==> src/rtl/sdf_pkg.sv <==
package sdf_pkg;

   typedef enum logic [1:0] {
      MODE_PASS = 2'd0,
      MODE_LAST = 2'd1,
      MODE_DROP = 2'd2
   } sdf_mode_e;

   function automatic sdf_mode_e decode_policy(input logic [1:0] sel);
      if (sel[1])
         return MODE_DROP;
      else if (sel[0])
         return MODE_LAST;
      else
         return MODE_PASS;
   endfunction

endpackage

==> src/rtl/sdf_policy_dec.sv <==
module sdf_policy_dec
   import sdf_pkg::*;
#(
   parameter bit SUPPORT_LAST = 1'b1
) (
   input  logic [1:0] policy_sel,
   output sdf_mode_e  mode
);

   generate
      if (SUPPORT_LAST) begin : g_full
         assign mode = decode_policy(policy_sel);
      end else begin : g_no_last
         // without the hold stage, keep-last degrades to pass-all
         sdf_mode_e raw;
         assign raw  = decode_policy(policy_sel);
         assign mode = (raw == MODE_LAST) ? MODE_PASS : raw;
      end
   endgenerate

endmodule

==> src/rtl/sdf_hold_stage.sv <==
module sdf_hold_stage #(
   parameter int CHAR_W = 8
) (
   input  logic              clk,
   input  logic              rst_n,
   input  logic              enable,
   input  logic              in_valid,
   input  logic [CHAR_W-1:0] in_char,
   input  logic              in_is_sync,
   output logic              rel_valid,
   output logic [CHAR_W-1:0] rel_char,
   output logic              rel_is_sync
);

   logic              held_v;
   logic [CHAR_W-1:0] held_c;
   logic              held_s;
   logic              supersede;

   // a new sync character overwrites a held sync character
   assign supersede   = held_s && in_is_sync;
   assign rel_valid   = enable && in_valid && held_v && !supersede;
   assign rel_char    = held_c;
   assign rel_is_sync = held_s;

   always_ff @(posedge clk) begin
      if (!rst_n) begin
         held_v <= 1'b0;
         held_c <= '0;
         held_s <= 1'b0;
      end else if (enable && in_valid) begin
         held_v <= 1'b1;
         held_c <= in_char;
         held_s <= in_is_sync;
      end
   end

endmodule

==> src/rtl/sdf_out_mux.sv <==
module sdf_out_mux
   import sdf_pkg::*;
#(
   parameter int CHAR_W = 8
) (
   input  sdf_mode_e         mode,
   input  logic              in_valid,
   input  logic [CHAR_W-1:0] in_char,
   input  logic              in_is_sync,
   input  logic              rel_valid,
   input  logic [CHAR_W-1:0] rel_char,
   input  logic              rel_is_sync,
   output logic              out_valid,
   output logic [CHAR_W-1:0] out_char,
   output logic              out_is_sync
);

   always_comb begin
      out_valid   = 1'b0;
      out_char    = in_char;
      out_is_sync = in_is_sync;
      unique case (mode)
         MODE_PASS: out_valid = in_valid;
         MODE_DROP: out_valid = in_valid && !in_is_sync;
         MODE_LAST: begin
            out_valid   = rel_valid;
            out_char    = rel_char;
            out_is_sync = rel_is_sync;
         end
         default:   out_valid = 1'b0;
      endcase
   end

endmodule

==> src/rtl/sync_discard_filter.sv <==
module sync_discard_filter
   import sdf_pkg::*;
#(
   parameter int CHAR_W       = 8,
   parameter bit SUPPORT_LAST = 1'b1
) (
   input  logic              clk,
   input  logic              rst_n,
   input  logic [1:0]        policy_sel,
   input  logic              in_valid,
   input  logic [CHAR_W-1:0] in_char,
   input  logic              in_is_sync,
   output logic              out_valid,
   output logic [CHAR_W-1:0] out_char,
   output logic              out_is_sync
);

   initial begin
      if (CHAR_W < 1)
         $error("sync_discard_filter: CHAR_W must be at least 1");
   end

   sdf_mode_e         mode;
   logic              rel_valid;
   logic [CHAR_W-1:0] rel_char;
   logic              rel_is_sync;

   sdf_policy_dec #(.SUPPORT_LAST(SUPPORT_LAST)) u_dec (
      .policy_sel (policy_sel),
      .mode       (mode)
   );

   generate
      if (SUPPORT_LAST) begin : g_hold
         sdf_hold_stage #(.CHAR_W(CHAR_W)) u_hold (
            .clk         (clk),
            .rst_n       (rst_n),
            .enable      (mode == MODE_LAST),
            .in_valid    (in_valid),
            .in_char     (in_char),
            .in_is_sync  (in_is_sync),
            .rel_valid   (rel_valid),
            .rel_char    (rel_char),
            .rel_is_sync (rel_is_sync)
         );
      end else begin : g_nohold
         assign rel_valid   = 1'b0;
         assign rel_char    = '0;
         assign rel_is_sync = 1'b0;
      end
   endgenerate

   sdf_out_mux #(.CHAR_W(CHAR_W)) u_mux (
      .mode        (mode),
      .in_valid    (in_valid),
      .in_char     (in_char),
      .in_is_sync  (in_is_sync),
      .rel_valid   (rel_valid),
      .rel_char    (rel_char),
      .rel_is_sync (rel_is_sync),
      .out_valid   (out_valid),
      .out_char    (out_char),
      .out_is_sync (out_is_sync)
   );

endmodule

==> config.mk <==
export PLATFORM = sky130hd
export DESIGN_NAME = sync_discard_filter
export DESIGN_NICKNAME = d
export VERILOG_FILES = /design/src/rtl/sdf_pkg.sv /design/src/rtl/sdf_policy_dec.sv /design/src/rtl/sdf_hold_stage.sv /design/src/rtl/sdf_out_mux.sv /design/src/rtl/sync_discard_filter.sv
export SDC_FILE = /design/constraint.sdc
export NUM_CORES = 1
export LEC_CHECK = 0
export BUFFER_PORTS_ARGS = -buffer_cell sky130_fd_sc_hd__buf_2
export CORE_AREA = 2 2 39 41
export DETAILED_ROUTE_END_ITERATION = 16
export DIE_AREA = 0 0 41 43
export PLACE_DENSITY_LB_ADDON = 0.25
export SYNTH_ARGS = -nofsm -noshare
export SYNTH_HDL_FRONTEND = slang
export SYNTH_SLANG_ARGS = --single-unit
==> constraint.sdc <==
create_clock -name clk -period 0.9 [get_ports clk]
set_input_delay 0.09 -clock clk [delete_from_list [all_inputs] [get_ports clk]]
set_output_delay 0.09 -clock clk [all_outputs]
set_load 0.02 [all_outputs]
# == Yosys cells after proc, flatten, opt, wreduce, memory -nomap -nowiden ==
# Cells that the tools add are included.
# op_classes
muxes,5
reduce_logical,8
n_eq_ne,2
# op_table
cell,count
$mux W8,1
$logic_and A1 B1 Y1,5
$pmux W1 S3,1
$eq A2 B1 Y1 const B,1
$eq A2 B2 Y1 const B,1
$logic_not A1 Y1,2
$logic_not A2 Y1,1
$mux W1,2
$mux W2,1
# totals
regBits,10
out_inout_bits,10
inputBits,14

# == Depth between registers and ports, before layout ==
# Gate-level depths: netlist of run 1.
# depth
depth_word,7
depth_mapped,4
depth_no_buf,2

# == By module ==
# From an unflattened synthesis of run 1, not the netlist that was laid out.
# hier_totals
cells_unflattened,63
hier_area_um2,624.3
# modules_own_cells
mod,cells_per_inst,area_each_um2,seq_area_each_um2,n_inst
sdf_hold_stage,46,414.1,200.2,1
sdf_out_mux,14,175.2,0.0,1
sdf_policy_dec,2,21.3,0.0,1
sync_discard_filter,1,13.8,0.0,1

# == Worst setup path before layout of run 1 ==
# Ideal clock, no wire load.
# synth_timing
path_type,register to output
start,"register g_hold.u_hold.held_s, in the netlist g_hold.u_hold.rel_is_sync"
end,output out_valid
stages_incl_launch_ff,3
setup_slack_ps,-261
path_buffers,0
arrival_ps,1071
cell_sequence,dfxtp_1 -> a21o_1 -> a221oi_1
# synth_via
elab_chain_cells,4
# synth_rtl
item,line_no,source
start: declaration,sdf_hold_stage.sv:17,logic held_s;
start signal: assignment,sdf_hold_stage.sv:34,held_s <= in_is_sync;
$logic_and A1 B1 Y1,sdf_hold_stage.sv:21,assign supersede = held_s && in_is_sync;
$logic_not A1 Y1,sdf_hold_stage.sv:22,assign rel_valid = enable && in_valid && held_v && !supersede;
$logic_and A1 B1 Y1,sdf_hold_stage.sv:22,
$pmux W1 S3,sdf_out_mux.sv:22,unique case (mode)
end: declaration,sync_discard_filter.sv:13,"output logic out_valid,"
# Every way passes these cells.

# == Worst setup path in the final report of run 1 ==
# Ends and elaborated chain as after synthesis.

==> results of run 1 <==
==> routing by layer <==
layer	share of wire	routed length, um	global-route usage
met2	0.48	540	0.213
met3	0.044	50	0.0314
met4	0.018	21	0.0800
met5	0	0	0
met1	0.46	524	0.215
==> registers in the layout, summed over array words and instances (netlist names) <==
register,cells
g_hold.u_hold.rel_is_sync,1
g_hold.u_hold.rel_char,8
g_hold.u_hold.held_v,1
==> power by group <==
part           switching, mW  internal (mW)  total, mW
Combinational          0.137          0.174      0.310
Clock                  0.160          0.246      0.406
Sequential           0.00825          0.461      0.470
Total                  0.305          0.881       1.19
==> worst max path at each step <==
stage / to / cells after the start / slack [ns]
finish: out_valid / 3 / -0.37
global route: out_valid / 3 / -0.42
CTS: out_valid / 3 / -0.38
detailed placement: out_char[7] / 5 / -0.21
global placement: out_char[6] / 5 / -0.20
floorplan: out_valid / 2 / -0.02
==> metrics by stage <==
| stage | instance area, sq um | instances | worst slack (ns) | TNS [ns] | power [mW] |
|---|---|---|---|---|---|
| after CTS | 855 | 102 | -0.377 | -2.00 | 1.19 |
| final | 866 | 102 | -0.365 | -1.94 | 1.19 |
| after global routing | 866 | 102 | -0.419 | -2.25 | 1.24 |
| after global placement | 716 | 98 | -0.203 | -2.33 | 0.713 |
| after floorplan | 552 | 57 | -0.0228 | -0.0228 | 0.628 |
| after detailed placement | 716 | 98 | -0.209 | -2.51 | 0.716 |
==> cell type report <==
| cell class | instances | area [sq um] |
|---|---|---|
| well taps | 16 | 20.0 |
| inverters | 2 | 7.51 |
| clock buffers | 4 | 36.3 |
| flip-flops and latches | 10 | 211 |
| multi-input cells | 41 | 352 |
| fillers | 122 | 518 |
| repair buffers | 29 | 239 |
==> logic make-up after synthesis <==
| family | Yosys count |
|---|---|
| and+or+nand+nor | 20 |
| muxes | 18 |
| DFF | 10 |
| buffers and inverters | 6 |
| AOI/OAI and AO/OA | 3 |
==> Yosys cell counts (all sizes together) <==
| cell | count | area (sq um) |
|---|---|---|
| a21o | 1 | 7.51 |
| a221oi | 1 | 8.76 |
| and3b | 1 | 8.76 |
| buf | 3 | 23.8 |
| clkbuf | 1 | 5.00 |
| dfxtp | 10 | 200 |
| inv | 2 | 7.51 |
| mux2 | 9 | 101 |
| mux2i | 9 | 90.1 |
| nand2 | 18 | 67.6 |
| nor2b | 1 | 6.26 |
| o21a | 1 | 7.51 |
==> worst max-delay path: stages, from the launching register on <==
cell and delay (ns):
dfxtp_2 0.32, a21o_1 0.17, a221oi_4 0.26, buf_6 0.15
==> metrics.md, run 1 <==
| Metric | Value |
|---|---|
| Clock sink count | 10 |
| PwrDens | 1370 nW/um^2 |
| Io pins | 24 |
| FP Rows | 14 |
| Maximum clock insertion buffer count | 2 |
| Grt ovf | 0 |
| Slew @ Worst Pin | 0.310 ns |
| Critical path class | register to output pin |
| CP endpoint kind | output pin |
| Largest net degree at the start of global routing | 20 |
| Main combinational cell family by area after synthesis | multiplexers |
| Via count | 485 |
| Status | finished, violations left |
| Antenna Cells | 0 |
| Root Driver | clkbuf_4 |
| Reg2reg setup slack | 0.23 ns |
| Most frequent cells in the layout | 18 x nand2_1, 13 x buf_2, 11 x buf_6 |
| Initial antenna violation count | 0 |
| #FFs+latches synth | 10 |
| Skew final | 0 ns |
| Final Hold Vio Count | 0 |
| Die footprint | 1760 sq um |
| Reg clk slew, reported paths | 0.07 ns |
| Die height | 43 um |
| Failing checks | negative setup slack |
| Final net count | 101 |
| CTS Buf Count | 3 |
| WL per Instance | 11.1 um |
| Synth unique cells | 14 |
| Tot GR Track Use | 0.153 |
| Leakage | 0.409 nW |
| Peak supply drop | 0.760 mV |
| Final Max Slew Viols | 0 |
| Max-cap violations | 0 |
| Final worst setup slack | -0.365 ns |
| Post-CTS sizing | 36 |
| Drc violations | 0 |
| Tcrit/Tclk final | 1.41 |
| Multiplexer share of the synthesized area | 0.358 |
| Vias/cell | 4.75 |
| Post-layout util | 0.626 |
| Worst Path Arrival | 1.18 ns |
| Syn-to-layout area delta | 62.1% |
| Core footprint | 1380 sq um |
| Syn Inst Count | 57 |
| Post-CTS Hold Buffers | 0 |
| Adder-cell share of the synthesized area | 0 |
| Post-DRT Antenna Nets | 0 |
| RSZ-0062 raised after global routing | yes |
| H-Tree Depth | 1 |
| Starting Density | 0.386 |
| RD Place Congestion | 0.586 |
| Top achievable clock speed | 790 MHz |
| Post-CTS setup buffer count | 0 |
| Syn Area/Cell | 9.37 sq um |
| Post-Route WL | 1140 um |
| Max-slew headroom | 0.793 |
| HPWL Detailed | 770 um |
| Crit-path max FO | 2 |
| Number of global-route vias before repair | 439 |
| Hold endpoint | g_hold.u_hold.rel_char[6] |
| Sequential fraction of the synthesis area | 0.375 |
| Most common cell after layout, fill and taps aside | nand2_1 |
| Final setup fails | 10 |
| Hold Crit Depth | 3 |
| CP Data Required Time | 0.81 ns |
| Drt pass-1 iters | 3 |
| Worst Hold Class | primary input to register |
| YS warnings | 0 |
| Complex-gate fraction of the synthesized area | 0.0445 |
| Fin crit period | 1.27 ns |
| Syn Nets | 71 |
| RR Startpoint | g_hold.u_hold.rel_is_sync |
| Setup crit start kind | register |
| Post-Synth XOR/XNOR Area | 0 |
| Buffers added on ports | 23 |
| Worst Hold Launch | in_char[6] |
| R2r worst-path depth | 3 |
| Worst-skew pair later-pin latency | 0.26 ns |
| CP startpoint | g_hold.u_hold.rel_is_sync |
| Post-Syn Area | 534 sq um |
| Hold_ws | 0.0692 ns |
| R2r endpoint | g_hold.u_hold.rel_is_sync |
| Die Wd | 41 um |
| Simple-gate share of the synthesized area | 0.155 |
| First-pass GRT wire length | 1860 um |
| Iter 0 DRT Violations | 6 |
| Layout cells sized above 1 | 0.616 |
| CTS tree | built |
Power figures use the tool's default switching activity.
==> inputs of run 2 (changes only) <==
--- a/config.mk
+++ b/config.mk
@@ -7,6 +7,7 @@
 export LEC_CHECK = 0
 export BUFFER_PORTS_ARGS = -buffer_cell sky130_fd_sc_hd__buf_2
 export CORE_AREA = 2 2 39 41
+export CTS_BUF_LIST = sky130_fd_sc_hd__clkbuf_8
 export DETAILED_ROUTE_END_ITERATION = 16
 export DIE_AREA = 0 0 41 43
 export PLACE_DENSITY_LB_ADDON = 0.25
==> metrics.md, run 2 (synthesized netlist as in run 1, its figures left out) <==
| Metric | Value |
|---|---|
| Cell area after placement | 716 sq um (unchanged) |
| R2r endpoint | g_hold.u_hold.rel_is_sync |
| Worst slack at placement | -0.209 ns (unchanged) |
| Tcrit/Tclk final | 1.36 (-0.0504) |
| CP endpoint kind | output pin |
| Syn-to-layout area delta | 69.1% |
| Drc violations | 0 (unchanged) |
| Most common cell after layout, fill and taps aside | nand2_1 |
| Grt ovf | 0 (unchanged) |
| H-Tree Depth | 1 (unchanged) |
| Crit-path max FO | 2 (unchanged) |
| Peak supply drop | 0.934 mV (+23%) |
| Largest net degree at the start of global routing | 20 (unchanged) |
| Worst Path Arrival | 1.13 ns (-0.05 ns) |
| Post-CTS setup buffer count | 0 (unchanged) |
| DP Cell Count | 98 (unchanged) |
| Final net count | 101 (unchanged) |
| Final setup fails | 10 (unchanged) |
| Tot GR Track Use | 0.156 (+0.00302) |
| Pwr Total | 1.34 mW (+13%) |
| Critical path class | register to output pin |
| Maximum clock insertion buffer count | 2 (unchanged) |
| Io pins | 24 (unchanged) |
| Reg clk slew, reported paths | 0.05 ns (-0.02 ns) |
| Cells along the critical path | a21o_1, a221oi_4, buf_6 |
| Post-Route WL | 1200 um (+5.5%) |
| Buffers added on ports | 23 (unchanged) |
| CP Data Required Time | 0.81 ns (about the same) |
| Iter 0 DRT Violations | 1 (-5) |
| Sum of negative setup slack | -1.49 ns (+0.453 ns) |
| CP startpoint | g_hold.u_hold.rel_is_sync |
| RD Place Congestion | 0.586 (unchanged) |
| Via count | 482 (-0.62%) |
| Worst-skew pair later-pin latency | 0.23 ns (-0.03 ns) |
| Drt pass-1 iters | 2 (-1) |
| Post-CTS Hold Buffers | 0 (unchanged) |
| Top achievable clock speed | 820 MHz (+3.7%) |
| CTS tree | built |
| Worst Hold Class | primary input to register |
| Die height | 43 um (unchanged) |
| Finished Cell Area | 903 sq um (+4.3%) |
| Hold Crit Depth | 3 (unchanged) |
| Slowest-stage cell, CP | dfxtp_2 |
| CTS Buf Count | 3 (unchanged) |
| Layout cells sized above 1 | 0.593 (-0.0233) |
| Final worst setup slack | -0.320 ns (+0.0454 ns) |
| Initial antenna violation count | 0 (unchanged) |
| Setup crit start kind | register |
| Non-Filler Instances | 102 (unchanged) |
| Hold_ws | 0.111 ns (+0.0418 ns) |
| Final Hold Vio Count | 0 (unchanged) |
| Max-slew headroom | 0.795 (+0.00153) |
| Vias/cell | 4.73 (-0.62%) |
| Die Wd | 41 um (unchanged) |
| PwrDens | 1480 nW/um^2 (+8.0%) |
| WL per Instance | 11.7 um (+5.5%) |
| Antenna Cells | 0 (unchanged) |
| Reg2reg setup slack | 0.23 ns (about the same) |
| Slew @ Worst Pin | 0.308 ns (-0.00230 ns) |
| Final Max Slew Viols | 0 (unchanged) |
| FP Rows | 14 (unchanged) |
| Die footprint | 1760 sq um (unchanged) |
| Post-layout util | 0.653 (+0.0271) |
| Clock sink count | 10 (unchanged) |
| First-pass GRT wire length | 1940 um (+4.4%) |
| Failing checks | negative setup slack |
| Fin crit period | 1.22 ns (-0.0454 ns) |
| Status | finished, violations left |
| Post-DRT Antenna Nets | 0 (unchanged) |
| RSZ-0062 raised after global routing | yes |
| Root Driver | clkbuf_8 |
| Max reg flops | 8 (unchanged) |
| RR Startpoint | g_hold.u_hold.rel_is_sync |
| Starting Density | 0.386 (unchanged) |
| Max-cap violations | 0 (unchanged) |
| HPWL Detailed | 770 um (unchanged) |
| Number of global-route vias before repair | 457 (+4.1%) |
| R2r worst-path depth | 3 (unchanged) |
| Worst Setup EP | out_valid |
| Skew final | 0 ns (unchanged) |
| Core footprint | 1380 sq um (unchanged) |
| Most frequent cells in the layout | 18 x nand2_1, 14 x buf_6, 11 x buf_2 |
| Leakage | 0.425 nW (+3.9%) |
| Critical Path Max Stage Delay | 0.31 ns (about the same) |
## run 2: cell count changes in the layout (fill, tap and decap cells not counted)
cell | before | now
dfxtp_2 | 9 | 7
nor2b_2 | 1 | 0
clkbuf_4 | 3 | 0
buf_4 | 4 | 3
dfxtp_1 | 1 | 3
buf_6 | 11 | 14
nor2b_4 | 0 | 1
buf_2 | 13 | 11
clkbuf_8 | 1 | 4
## run 2: final cells by class
type                       count  area (sq um)
fill                         118           480
multi-input combinational     41           357
timing repair buffer          29           255
sequential                    10           209
clock buffer                   4          55.1
tap                           16          20.0
inverter                       2          7.51
## run 2: critical path, delay by kind of cell, from the launching register on
| family | cells | cell delay (ns) |
|---|---|---|
| buffers and inverters | 1 | 0.15 |
| AO/OA/AOI/OAI | 2 | 0.43 |
| flip-flops | 1 | 0.31 |
## run 2: power by group
part / switching, mW / internal [mW] / leakage, nW
combinational: 0.140 / 0.182 / 0.311
clock: 0.161 / 0.383 / 0.0288
sequential: 0.00816 / 0.463 / 0.0846
total: 0.308 / 1.03 / 0.425
## run 2: how the worst min path moves through the flow
| stage | startpoint | end | slack (ns) |
|---|---|---|---|
| 2_1_floorplan | in_char[0] | g_hold.u_hold.rel_char[0] | 0.23 |
| 3_3_place_gp | in_char[7] | g_hold.u_hold.rel_char[7] | 0.35 |
| 3_5_place_dp | in_char[6] | g_hold.u_hold.rel_char[6] | 0.35 |
| 4_1_cts | in_char[1] | g_hold.u_hold.rel_char[1] | 0.11 |
| 5_1_grt | in_char[6] | g_hold.u_hold.rel_char[6] | 0.11 |
| 6_report | in_char[3] | g_hold.u_hold.rel_char[3] | 0.11 |
## run 2: what timing repair did
item | 4_1_cts | 5_1_grt
setup endpoints to repair | 10 | 10
pin swaps | 0 | 0
gates resized for setup | 36 | 6
## run 2: routing by layer
layer | global-route usage | up-vias | share of wire
li1 | - | 247 | -
met1 | 0.221 | 223 | 0.45
met2 | 0.234 | 10 | 0.51
met3 | 0.0157 | 2 | 0.032
met4 | 0.0600 | 0 | 0.0067
met5 | 0 | - | 0
==> inputs of run 3 (changes only) <==
--- a/config.mk
+++ b/config.mk
@@ -13,4 +13,5 @@
 export PLACE_DENSITY_LB_ADDON = 0.25
 export SYNTH_ARGS = -nofsm -noshare
 export SYNTH_HDL_FRONTEND = slang
+export SYNTH_HIERARCHICAL = 1
 export SYNTH_SLANG_ARGS = --single-unit
==> metrics.md, run 3 <==
| Metric | Value |
|---|---|
| FP Rows | 14 (unchanged) |
| Syn Area/Cell | 9.91 sq um (+5.7%) |
| Final Hold Vio Count | 0 (unchanged) |
| Max-cap violations | 0 (unchanged) |
| Slew @ Worst Pin | 0.298 ns (-0.0102 ns) |
| Status | finished, violations left |
| Setup crit start kind | register |
| RSZ-0062 raised after global routing | yes |
| Final setup fails | 10 (unchanged) |
| WL per Instance | 12.3 um (+4.8%) |
| Core footprint | 1380 sq um (unchanged) |
| Critical path class | register to output pin |
| Final Max Slew Viols | 0 (unchanged) |
| Starting Density | 0.451 (+0.0651) |
| Post-synth top cells | 10 x dfxtp_1, 9 x mux2_4, 9 x nand2_1, 9 x nand4_1, 9 x o21ai_1 |
| First-pass GRT wire length | 2100 um (+8.6%) |
| Layout cells sized above 1 | 0.571 (-0.0216) |
| Failing checks | negative setup slack |
| Syn-to-layout area delta | 44.9% |
| Final worst setup slack | -0.273 ns (+0.0466 ns) |
| Worst Path Arrival | 1.08 ns (-0.05 ns) |
| Drt pass-1 iters | 4 (+2) |
| Area contributors post-synth | dfxtp_1 32%, mux2_4 22%, nand4_1 9.0%, o21ai_1 7.2%, nand2_1 5.4% |
| Non-Filler Instances | 107 (+4.9%) |
| Worst slack at placement | -0.230 ns (-0.0209 ns) |
| Post-synth ARST share | 0 (unchanged) |
| Leakage | 0.417 nW (-1.8%) |
| Reg clk slew, reported paths | 0.05 ns (about the same) |
| Crit-path max FO | 2 (unchanged) |
| PwrDens | 1460 nW/um^2 (-0.99%) |
| Root Driver | clkbuf_8 |
| Io pins | 24 (unchanged) |
| Die Wd | 41 um (unchanged) |
| Synth unique cells | 17 (+3) |
| Sequential fraction of the synthesis area | 0.321 (-0.0541) |
| Sequential cell area | 203 sq um (-3.0%) |
| Worst Hold Launch | in_char[0] |
| Antenna Cells | 0 (unchanged) |
| RD Place Congestion | 0.727 (+24%) |
| Post-Syn Area | 624 sq um (+17%) |
| CP startpoint | g_hold.u_hold/held_v |
| DP Cell Count | 102 (+4.1%) |
| Grt ovf | 0 (unchanged) |
| Syn Inst Count | 63 (+11%) |
| Multi-input logic area | 365 sq um (+2.5%) |
| Tcrit/Tclk final | 1.30 (-0.0518) |
| HPWL Detailed | 907 um (+18%) |
| RR Startpoint | g_hold.u_hold/held_v |
| Syn Nets | 77 (+8.5%) |
| CTS Buf Count | 3 (unchanged) |
| Final net count | 106 (+5.0%) |
| Most frequent cell after synthesis | dfxtp_1 |
| Peak supply drop | 0.998 mV (+6.8%) |
| Post-Route WL | 1320 um (+9.9%) |
| YS warnings | 6 (+6) |
| H-Tree Depth | 1 (unchanged) |
| Clock sink count | 10 (unchanged) |
| Yosys top cell by area | dfxtp_1 |
| Fin crit period | 1.17 ns (-0.0466 ns) |
| Most frequent cells in the layout | 12 x buf_6, 11 x buf_2 |
| Initial antenna violation count | 0 (unchanged) |
| Hold_ws | 0.104 ns (-0.00703 ns) |
| #FFs+latches synth | 10 (unchanged) |
| Skew final | 0 ns (unchanged) |
| Post-CTS Hold Buffers | 0 (unchanged) |
| Die footprint | 1760 sq um (unchanged) |
| Worst Hold Class | primary input to register |
| Yosys top cell area share | 0.321 (-0.0541) |
| Post-DRT Antenna Nets | 0 (unchanged) |
| CP Data Required Time | 0.81 ns (about the same) |
| Most common cell after layout, fill and taps aside | buf_6 |
| Max-slew headroom | 0.802 (+0.00680) |
| Iter 0 DRT Violations | 7 (+6) |
| Die height | 43 um (unchanged) |
| Worst-skew pair later-pin latency | 0.23 ns (about the same) |
| Buffers added on ports | 23 (unchanged) |
| Layout fillers | 122 (+3.4%) |
| CTS tree | built |
| Drc violations | 0 (unchanged) |
| Largest net degree at the start of global routing | 20 (unchanged) |
| Maximum clock insertion buffer count | 2 (unchanged) |
| Top achievable clock speed | 852 MHz (+4.0%) |
| Synth Flop Type | dfxtp_1 |
| Max reg flops | 8 (unchanged) |
| Number of global-route vias before repair | 481 (+5.3%) |
| Via count | 559 (+16%) |
| Tot GR Track Use | 0.186 (+0.0302) |
| CP endpoint kind | output pin |
| Number of flops mapped to enable cells by yosys | 0 (unchanged) |
| Vias/cell | 5.22 (+11%) |
-- run 3: area by class of cell --
cell class	instances	share of cell area
clock buffer	4	0.0609
inverter	1	0.00415
multi-input combinational	45	0.404
sequential	10	0.224
tap	16	0.0221
timing repair buffer	31	0.285
-- run 3: per-layer routing --
metal | wire [um] | GRT usage | part of all wire
met4 | 11 | 0.120 | 0.0084
met5 | 0 | 0 | 0
met1 | 553 | 0.208 | 0.42
met3 | 79 | 0.0785 | 0.060
met2 | 672 | 0.275 | 0.51
-- run 3: logic make-up after synthesis --
group,count (synthesis),synth area share
AOI/OAI and AO/OA,12,0.106
buffers and inverters,8,0.120
DFF,10,0.321
muxes,10,0.232
and+or+nand+nor,23,0.220
-- run 3: worst paths after layout --
kind	end	slack [ns]	depth (start not counted)
worst max-delay path	out_valid	-0.27	5
worst min-delay path	g_hold.u_hold/rel_char[0]	0.10	3
worst max register to register	g_hold.u_hold/held_v	0.31	1
worst min register to register	g_hold.u_hold/rel_char[5]	0.45	2
-- run 3: per-stage QoR --
stage	utilization	TNS, ns	power (mW)	area, sq um
finish	0.654	-1.94	1.33	905
global route	0.654	-2.34	1.39	905
CTS	0.654	-1.89	1.35	905
detailed placement	0.544	-4.13	0.712	753
global placement	0.544	-3.87	0.709	753
floorplan	-	-0.470	0.642	641
-- run 3: what timing repair did --
item / in CTS / in global routing
endpoints found under the hold margin: 0 / 0
pin swaps: 0 / 0
setup endpoints to repair: 10 / 10
resized for setup: 28 / 0
setup buffers: 1 / 0
gates cloned: 0 / 0
-- run 3: power breakdown --
part           switching (mW)  leakage (nW)  internal [mW]
Clock                   0.182        0.0288          0.385
Combinational           0.133         0.307          0.165
Sequential            0.00550        0.0819          0.455
-- run 3: critical path, stage by stage (launching register included) --
cell and delay [ns]:
dfxtp_2 0.32, nand3_2 0.08, a21oi_2 0.10, mux2i_1 0.08, o32ai_2 0.09, buf_4 0.17
